$ cat src/rtl/pxclk_pkg.sv
package pxclk_pkg;
   localparam int REG_W        = 32;
   localparam int POS_ACB      = 6;
   localparam int BIT_INV_VS   = 11;
   localparam int BIT_INV_HS   = 12;
   localparam int BIT_INV_PCLK = 13;
   localparam int BIT_INV_DE   = 14;
   localparam int POS_CPL      = 16;

   typedef enum int {
      SYNC_HS = 0,
      SYNC_VS = 1,
      SYNC_DE = 2
   } sync_idx_e;
   localparam int NUM_SYNC = 3;

   function automatic int sync_inv_bit(input int idx);
      case (idx)
         SYNC_HS: return BIT_INV_HS;
         SYNC_VS: return BIT_INV_VS;
         default: return BIT_INV_DE;
      endcase
   endfunction
endpackage

$ cat src/rtl/pxclk_cfg_reg.sv
module pxclk_cfg_reg
   import pxclk_pkg::*;
#(
   parameter int DIV_LO_W  = 5,
   parameter int DIV_HI_W  = 5,
   parameter int ACB_W     = 5,
   parameter int CPL_W     = 10,
   parameter bit BYPASS_EN = 1'b1,
   localparam int DIV_W    = DIV_LO_W + DIV_HI_W
) (
   input  logic                 clk,
   input  logic                 rst_n,
   input  logic                 reg_wr,
   input  logic [REG_W-1:0]     reg_wdata,
   output logic [DIV_W-1:0]     div_val,
   output logic                 bypass,
   output logic [NUM_SYNC-1:0]  inv_sync,
   output logic                 inv_pclk,
   output logic [ACB_W-1:0]     acb_n,
   output logic [CPL_W-1:0]     cpl
);
   localparam int POS_HI  = REG_W - DIV_HI_W;
   localparam int POS_BYP = POS_HI - 1;

   if (DIV_LO_W < 1 || DIV_LO_W > POS_ACB) begin : g_chk_lo
      $error("pxclk_cfg_reg: low divider field overlaps the AC-bias field");
   end
   if (ACB_W < 1 || POS_ACB + ACB_W > BIT_INV_VS) begin : g_chk_acb
      $error("pxclk_cfg_reg: AC-bias field overlaps the inversion bits");
   end
   if (CPL_W < 1 || POS_CPL + CPL_W > POS_BYP) begin : g_chk_cpl
      $error("pxclk_cfg_reg: clocks-per-line field overlaps the bypass bit");
   end

   logic [DIV_LO_W-1:0] lo_q;
   logic [DIV_HI_W-1:0] hi_q;
   logic                ipc_q;
   logic [ACB_W-1:0]    acb_q;
   logic [CPL_W-1:0]    cpl_q;

   always_ff @(posedge clk or negedge rst_n) begin
      if (!rst_n) begin
         lo_q  <= '0;
         hi_q  <= '0;
         ipc_q <= 1'b0;
         acb_q <= '0;
         cpl_q <= '0;
      end else if (reg_wr) begin
         lo_q  <= reg_wdata[DIV_LO_W-1:0];
         hi_q  <= reg_wdata[POS_HI +: DIV_HI_W];
         ipc_q <= reg_wdata[BIT_INV_PCLK];
         acb_q <= reg_wdata[POS_ACB +: ACB_W];
         cpl_q <= reg_wdata[POS_CPL +: CPL_W];
      end
   end

   for (genvar i = 0; i < NUM_SYNC; i++) begin : g_inv
      logic inv_q;
      always_ff @(posedge clk or negedge rst_n) begin
         if (!rst_n)      inv_q <= 1'b0;
         else if (reg_wr) inv_q <= reg_wdata[sync_inv_bit(i)];
      end
      assign inv_sync[i] = inv_q;
   end

   if (BYPASS_EN) begin : g_byp
      logic byp_q;
      always_ff @(posedge clk or negedge rst_n) begin
         if (!rst_n)      byp_q <= 1'b0;
         else if (reg_wr) byp_q <= reg_wdata[POS_BYP];
      end
      assign bypass = byp_q;
   end else begin : g_no_byp
      assign bypass = 1'b0;
   end

   assign div_val  = {hi_q, lo_q};
   assign inv_pclk = ipc_q;
   assign acb_n    = acb_q;
   assign cpl      = cpl_q;
endmodule

$ cat src/rtl/pxclk_divider.sv
module pxclk_divider #(
   parameter int DIV_W = 10
) (
   input  logic             clk,
   input  logic             rst_n,
   input  logic [DIV_W-1:0] cfg_div,
   input  logic             cfg_bypass,
   input  logic             cfg_inv_pclk,
   output logic             pix_clk,
   output logic             pix_ce,
   output logic             act_bypass
);
   localparam int CNT_W = DIV_W + 1;

   logic [CNT_W-1:0] cnt_q, cnt_d;
   logic [CNT_W-1:0] last_q, last_d;
   logic [CNT_W-1:0] half_q, half_d;
   logic [CNT_W-1:0] ratio_m1, half_new;
   logic             byp_q, inv_q, phase_q, wrap;

   assign wrap     = (cnt_q == last_q);
   assign ratio_m1 = {1'b0, cfg_div} + CNT_W'(1);
   assign half_new = ({1'b0, cfg_div} + CNT_W'(2)) >> 1;

   always_comb begin
      if (wrap) begin
         cnt_d  = '0;
         last_d = cfg_bypass ? '0 : ratio_m1;
         half_d = cfg_bypass ? '0 : half_new;
      end else begin
         cnt_d  = cnt_q + CNT_W'(1);
         last_d = last_q;
         half_d = half_q;
      end
   end

   always_ff @(posedge clk or negedge rst_n) begin
      if (!rst_n) begin
         cnt_q   <= '0;
         last_q  <= CNT_W'(1);
         half_q  <= CNT_W'(1);
         phase_q <= 1'b1;
         byp_q   <= 1'b0;
         inv_q   <= 1'b0;
      end else begin
         cnt_q   <= cnt_d;
         last_q  <= last_d;
         half_q  <= half_d;
         phase_q <= (cnt_d < half_d);
         if (wrap) begin
            byp_q <= cfg_bypass;
            inv_q <= cfg_inv_pclk;
         end
      end
   end

   assign pix_ce     = wrap;
   assign act_bypass = byp_q;
   assign pix_clk    = (byp_q ? clk : phase_q) ^ inv_q;
endmodule

$ cat src/rtl/pxclk_polarity.sv
module pxclk_polarity #(
   parameter int N = 3
) (
   input  logic         clk,
   input  logic         rst_n,
   input  logic [N-1:0] sig_in,
   input  logic [N-1:0] inv,
   output logic [N-1:0] sig_out
);
   for (genvar i = 0; i < N; i++) begin : g_sig
      logic q;
      always_ff @(posedge clk or negedge rst_n) begin
         if (!rst_n) q <= 1'b0;
         else        q <= sig_in[i] ^ inv[i];
      end
      assign sig_out[i] = q;
   end
endmodule

$ cat src/rtl/pxclk_acbias.sv
module pxclk_acbias #(
   parameter int ACB_W = 5
) (
   input  logic             clk,
   input  logic             rst_n,
   input  logic             vs_raw,
   input  logic             restart,
   input  logic [ACB_W-1:0] acb_n,
   output logic             frame_tick,
   output logic             ac_bias
);
   logic             vs_d;
   logic [ACB_W-1:0] frm_q;
   logic             ac_q;

   assign frame_tick = vs_raw & ~vs_d;

   always_ff @(posedge clk or negedge rst_n) begin
      if (!rst_n) begin
         vs_d  <= 1'b0;
         frm_q <= '0;
         ac_q  <= 1'b0;
      end else begin
         vs_d <= vs_raw;
         if (restart) begin
            frm_q <= '0;
         end else if (frame_tick) begin
            if (frm_q >= acb_n) begin
               frm_q <= '0;
               ac_q  <= ~ac_q;
            end else begin
               frm_q <= frm_q + ACB_W'(1);
            end
         end
      end
   end

   assign ac_bias = ac_q;
endmodule

$ cat src/rtl/pxclk_div.sv
module pxclk_div
   import pxclk_pkg::*;
#(
   parameter int DIV_LO_W  = 5,
   parameter int DIV_HI_W  = 5,
   parameter int ACB_W     = 5,
   parameter int CPL_W     = 10,
   parameter bit BYPASS_EN = 1'b1
) (
   input  logic             clk,
   input  logic             rst_n,
   input  logic             reg_wr,
   input  logic [31:0]      reg_wdata,
   input  logic             hs_in,
   input  logic             vs_in,
   input  logic             de_in,
   output logic             pix_clk,
   output logic             pix_ce,
   output logic             hs_out,
   output logic             vs_out,
   output logic             de_out,
   output logic             ac_bias,
   output logic [CPL_W-1:0] line_clks
);
   localparam int DIV_W = DIV_LO_W + DIV_HI_W;

   logic [DIV_W-1:0]    div_val;
   logic                bypass, inv_pclk, act_bypass, frame_tick;
   logic [NUM_SYNC-1:0] inv_sync, sync_in, sync_out;
   logic [ACB_W-1:0]    acb_n;

   pxclk_cfg_reg #(
      .DIV_LO_W (DIV_LO_W),
      .DIV_HI_W (DIV_HI_W),
      .ACB_W    (ACB_W),
      .CPL_W    (CPL_W),
      .BYPASS_EN(BYPASS_EN)
   ) u_cfg (
      .clk      (clk),
      .rst_n    (rst_n),
      .reg_wr   (reg_wr),
      .reg_wdata(reg_wdata),
      .div_val  (div_val),
      .bypass   (bypass),
      .inv_sync (inv_sync),
      .inv_pclk (inv_pclk),
      .acb_n    (acb_n),
      .cpl      (line_clks)
   );

   pxclk_divider #(.DIV_W(DIV_W)) u_div (
      .clk         (clk),
      .rst_n       (rst_n),
      .cfg_div     (div_val),
      .cfg_bypass  (bypass),
      .cfg_inv_pclk(inv_pclk),
      .pix_clk     (pix_clk),
      .pix_ce      (pix_ce),
      .act_bypass  (act_bypass)
   );

   assign sync_in[SYNC_HS] = hs_in;
   assign sync_in[SYNC_VS] = vs_in;
   assign sync_in[SYNC_DE] = de_in;

   pxclk_polarity #(.N(NUM_SYNC)) u_pol (
      .clk    (clk),
      .rst_n  (rst_n),
      .sig_in (sync_in),
      .inv    (inv_sync),
      .sig_out(sync_out)
   );

   assign hs_out = sync_out[SYNC_HS];
   assign vs_out = sync_out[SYNC_VS];
   assign de_out = sync_out[SYNC_DE];

   pxclk_acbias #(.ACB_W(ACB_W)) u_acb (
      .clk       (clk),
      .rst_n     (rst_n),
      .vs_raw    (vs_in),
      .restart   (reg_wr),
      .acb_n     (acb_n),
      .frame_tick(frame_tick),
      .ac_bias   (ac_bias)
   );
endmodule

$ cat config.mk
export PLATFORM = sky130hd
export DESIGN_NAME = pxclk_div
export DESIGN_NICKNAME = d
export VERILOG_FILES = /design/src/rtl/pxclk_pkg.sv /design/src/rtl/pxclk_cfg_reg.sv /design/src/rtl/pxclk_divider.sv /design/src/rtl/pxclk_polarity.sv /design/src/rtl/pxclk_acbias.sv /design/src/rtl/pxclk_div.sv
export SDC_FILE = /design/constraint.sdc
export NUM_CORES = 1
export LEC_CHECK = 0
export ABC_AREA = 1
export BUFFER_PORTS_ARGS = -buffer_cell sky130_fd_sc_hd__buf_2
export CORE_MARGIN = 2
export CORE_UTILIZATION = 57
export DETAILED_ROUTE_END_ITERATION = 10
export GPL_ROUTABILITY_DRIVEN = 0
export PLACE_DENSITY = 0.85
export SYNTH_ARGS = -nofsm -noshare
export SYNTH_HDL_FRONTEND = slang
export SYNTH_SLANG_ARGS = --single-unit
$ cat constraint.sdc
create_clock -name clk -period 2.95 [get_ports clk]
set_clock_uncertainty 0.15 [all_clocks]
set_input_delay 0.1475 -clock clk [delete_from_list [all_inputs] [get_ports clk]]
set_output_delay 0.1475 -clock clk [all_outputs]
set_load 0.01 [all_outputs]
==> Yosys cells after proc, flatten, opt, wreduce, memory -nomap -nowiden <==
Index checks and enable logic that the tools add are counted.
{ "word_totals": {"out_inout_bits": 16, "regBits": 76, "in_bits": 38} }
{ "classes": {"reduce_logical": 2, "n_addsub": 4, "eq_ne": 1, "muxes": 8, "n_lt_le_gt_ge": 2, "n_bitwise": 8} }
{ "op_table": {"columns": ["op", "count"], "rows": [
  ["$mux 11", 3],
  ["$mux 5", 3],
  ["$add 10x1->11 const B", 1],
  ["$add 10x2->11 const B", 1],
  ["$add 11x1->11 const B", 1],
  ["$eq 11x11->1", 1],
  ["$lt 11x11->1", 1],
  ["$mux 10", 1],
  ["$add 5x1->5 const B", 1],
  ["$ge 5x5->1", 1],
  ["$xor 1x1->1", 4],
  ["$not 1->1", 3],
  ["$reduce_and 3->1", 1],
  ["$reduce_bool 2->1", 1],
  ["$and 1x1->1", 1],
  ["$mux 1", 1]
]} }

==> Logic depth before layout (Yosys ltp) <==
{ "depth": {"depth_word": 4, "depth_mapped": 17, "depth_no_buf": 16} }

==> Cells and area by module <==
A second synthesis with hierarchy kept.
{ "hier_totals": {"cells_unflattened": 492, "area_unflattened_um2": 4053.9} }
{ "by_module_without_submodules": {"columns": ["module", "area_each_um2", "instances", "seq_area_each_um2", "cells_each"], "rows": [
  ["pxclk_divider", 2210.9, 1, 904.6, 270],
  ["pxclk_cfg_reg", 1144.8, 1, 750.7, 130],
  ["pxclk_acbias", 544.3, 1, 175.2, 71],
  ["pxclk_polarity", 153.9, 1, 75.1, 21]
]} }

==> out/qor.csv <==
stage,metric,value,unit
clock_network,cts_tree,done,
finish,final_common_cell,nand2_1,
hold_path,hold_start,reg_wr,
detailed_routing,ant_nets,0,
timing,slew_viol_final,0,
hold_path,min_delay_path_depth,4,
pwr,p_leak,2.497,nW
grt,overflow,0,
worst_setup_path,crit_arrival,3.09,ns
logic_synthesis,syn_nets,512,
logic_synthesis,ys_seq_area_frac,0.4980,
die,io_pins,54,
worst_setup_path,path_buf_inv,3,
logic_synthesis,postSynthCellCount,455,
logic_synthesis,synth_area_per_cell,8.409,um^2
detailed_routing,dr_total_vias,3712,
die,initial_utilization,0.5958,
grt,grt_max_degree,77,
pwr,power,0.003680,W
worst_setup_path,rr_startpoint,u_div.cnt_q[7],
pwr,power.density,766.5,nW/um^2
die,core,6422,um^2
timing,post-route-period-util,0.9646,
timing,rsz0062_at_grt,false,
finish,final_util,0.7475,
worst_setup_path,reg2reg_to,u_div.phase_q,
worst_setup_path,ff2ff_setup_slack,0.10,ns
placement,dpl_cell_area,4174,um^2
timing,min_period,2.845,ns
finish,final_cell_mix,"nand2_1, dfrtp_1, inv_1",
placement,dp.final_hpwl,5708,um
clock_network,clkTransAtPathRegs,0.08,ns
status,outcome,finished clean,
finish,layout-drive-gt1-share,0.1906,
worst_setup_path,crit_chain,inv_1 > nand2_1 > nand2_1 > nand2_1 > nor2_2 > nand3_4 > nor2_8 > inv_2 > o21ai_1 > inv_1 > ha_1 > a21oi_1 > nor2_1 > a211oi_1 > o221ai_1 > a21oi_2,
logic_synthesis,synth_warnings,0,
grt,grt_pass1_vias,3792,
clock_network,clock_latency,0.47,ns
die,die_w,85.93,um
worst_setup_path,worstPathMaxFanout,8,
logic_synthesis,synth_ff_type,dfrtp_1,
detailed_routing,routed_via_density,5.864,
grt,grt_use_total,0.3206,
finish,stdcell_area,4801,um^2
worst_setup_path,reg2reg_depth,16,
worst_setup_path,cp-start-kind,flop,
finish,fill_cells,368,
logic_synthesis,synth_edf_count,0,
timing,hold_viol_final,0,
logic_synthesis,synth_cell_types,35,
worst_setup_path,crit_path_max_incr_delay,0.44,ns
die,dieArea,7384,um^2
die,num_rows,29,
timing,setup-tns-final,0,ns
detailed_routing,drt_iter0_drc,354,
timing,max_slew_margin,0.3686,
grt,grt_first_pass_wirelength,17850,um
worst_setup_path,crit_type,reg -> reg,
finish,nets,608,
detailed_routing,first_pass_iters,5,
hold_path,min_to,u_cfg.cpl[6],
placement,portBuffers,51,
logic_synthesis,syn_area,3826,um^2
run,drv_cap,0,
pwr,vdd_drop_max,0.5808,mV
hold_path,hold_class,in -> reg,
timing,tightest_slew,0.9471,ns
timing,max_freq,351.4,MHz
detailed_routing,route.detailed.drc,0,
worst_setup_path,critPathSlowestCell,dfrtp_1,
logic_synthesis,synthArstFlopShare,1.000,
grt,antenna_found_initial,0,
finish,area_delta_synth_final,25.47,%
worst_setup_path,end_kind,flop,
die,die_h,85.93,um
detailed_routing,wirelength,11160,um
worst_setup_path,crit_path_frequent_cell,nand2_1,
worst_setup_path,cp_top_family,compound AO/OA/AOI/OAI gates,
worst_setup_path,cp.required,3.20,ns
timing,finalSetupViolations,0,
detailed_routing,post_drt_wl_per_cell,17.63,um
finish,antennaDiodeCount,0,
logic_synthesis,ys_ff_latch,76,
## per-layer routing
metal  vias to the layer above  routed length [um]  GRT usage
li1                       1626                   -          -
met1                      1746                4160     0.3636
met2                       265                5481     0.5349
met3                        75                 955    0.09240
met4                         0                 561     0.1934
met5                         -                   0          0
## cells by family (layout without fill, tap and decap cells)
logic type	count (synthesis)	count (layout)	share of synthesized area
and+or+nand+nor	197	197	0.2145
AOI/OAI and AO/OA	65	65	0.1020
DFF	76	76	0.4980
xor gates and xnor gates	18	18	0.04120
buffers and inverters	80	181	0.08208
adders and majority gates	19	19	0.06213
## repair_timing
action,4_1_cts,5_1_grt
hold buffers,34,0
hold endpoints to repair,113,0
gates resized for setup,0,7
buffers inserted,0,1
endpoints found under the setup margin,0,1
## per-stage QoR
stage	std cells	setup WS, ns	hold WS, ns
final	633	0.1045	0.09877
after global routing	633	0.003770	0.1091
after CTS	632	0.09230	0.06480
after detailed placement	579	0.1008	0.1706
after global placement	579	0.2729	0.1652
after floorplan	455	0.5158	-0.2981
## worst max-delay path by stage
stage	depth (start not counted)	endpoint	startpoint	slack, ns
2_1_floorplan	15	u_div.phase_q	u_div.last_q[0]	0.52
3_3_place_gp	16	u_div.phase_q	u_div.cnt_q[7]	0.27
3_5_place_dp	16	u_div.phase_q	u_div.cnt_q[8]	0.10
4_1_cts	14	u_div.phase_q	u_div.cnt_q[2]	0.09
5_1_grt	14	u_div.phase_q	u_div.cnt_q[0]	0.004
6_report	16	u_div.phase_q	u_div.cnt_q[7]	0.10
## worst reg2reg max path: cells and delay by family (launching register included)
| family | cells | cell delay [ns] |
|---|---|---|
| compound gates | 5 | 0.93 |
| fa+ha+maj | 1 | 0.32 |
| buf+inv | 3 | 0.29 |
| flops | 1 | 0.44 |
| simple gates | 7 | 0.66 |
## state kept, by name, indices dropped and copies added (netlist names), 3 cells and up
name               cells
u_cfg.g_inv.inv_q      3
u_div.last_q          11
u_cfg.lo_q             5
u_div.cnt_q           11
u_cfg.cpl             10
u_pol.g_sig.q          3
u_cfg.hi_q             5
u_cfg.acb_n            5
u_div.half_q          11
u_acb.frm_q            5
## layout make-up
class / count / area, um^2 / share of cell area
tap: 77 / 96.34 / 0.02007
clock inverter: 3 / 45.04 / 0.009382
clock buffer: 17 / 215.2 / 0.04483
inverter: 70 / 262.8 / 0.05473
sequential: 76 / 1908 / 0.3974
multi-input combinational: 299 / 1628 / 0.3391
timing repair buffer: 91 / 645.6 / 0.1345
## power by group
part	internal, W	switching [W]	total, W
Combinational	0.000469	0.000699	0.00117
Clock	0.000573	0.000448	0.00102
Sequential	0.00130	0.000187	0.00149
Total	0.00235	0.00133	0.00368
## Yosys cell counts (all sizes together) (2+ instances only)
| library cell | n | area (um^2) |
|---|---|---|
| ha | 19 | 237.7 |
| a21oi | 17 | 85.08 |
| o31ai | 2 | 20.02 |
| clkbuf | 6 | 22.52 |
| nand2 | 148 | 555.5 |
| nor4 | 2 | 12.51 |
| nand3 | 12 | 72.57 |
| o22ai | 8 | 81.33 |
| nor2 | 22 | 106.4 |
| xnor2 | 4 | 35.03 |
| a211oi | 2 | 15.01 |
| buf | 4 | 28.78 |
| nor3 | 7 | 35.03 |
| xor2 | 14 | 122.6 |
| dfrtp | 73 | 1827 |
| inv | 69 | 259.0 |
| o21ai | 33 | 165.1 |
| nand4 | 3 | 18.77 |
| dfstp | 3 | 78.83 |
Note: power is estimated with default switching activity, not from simulation.
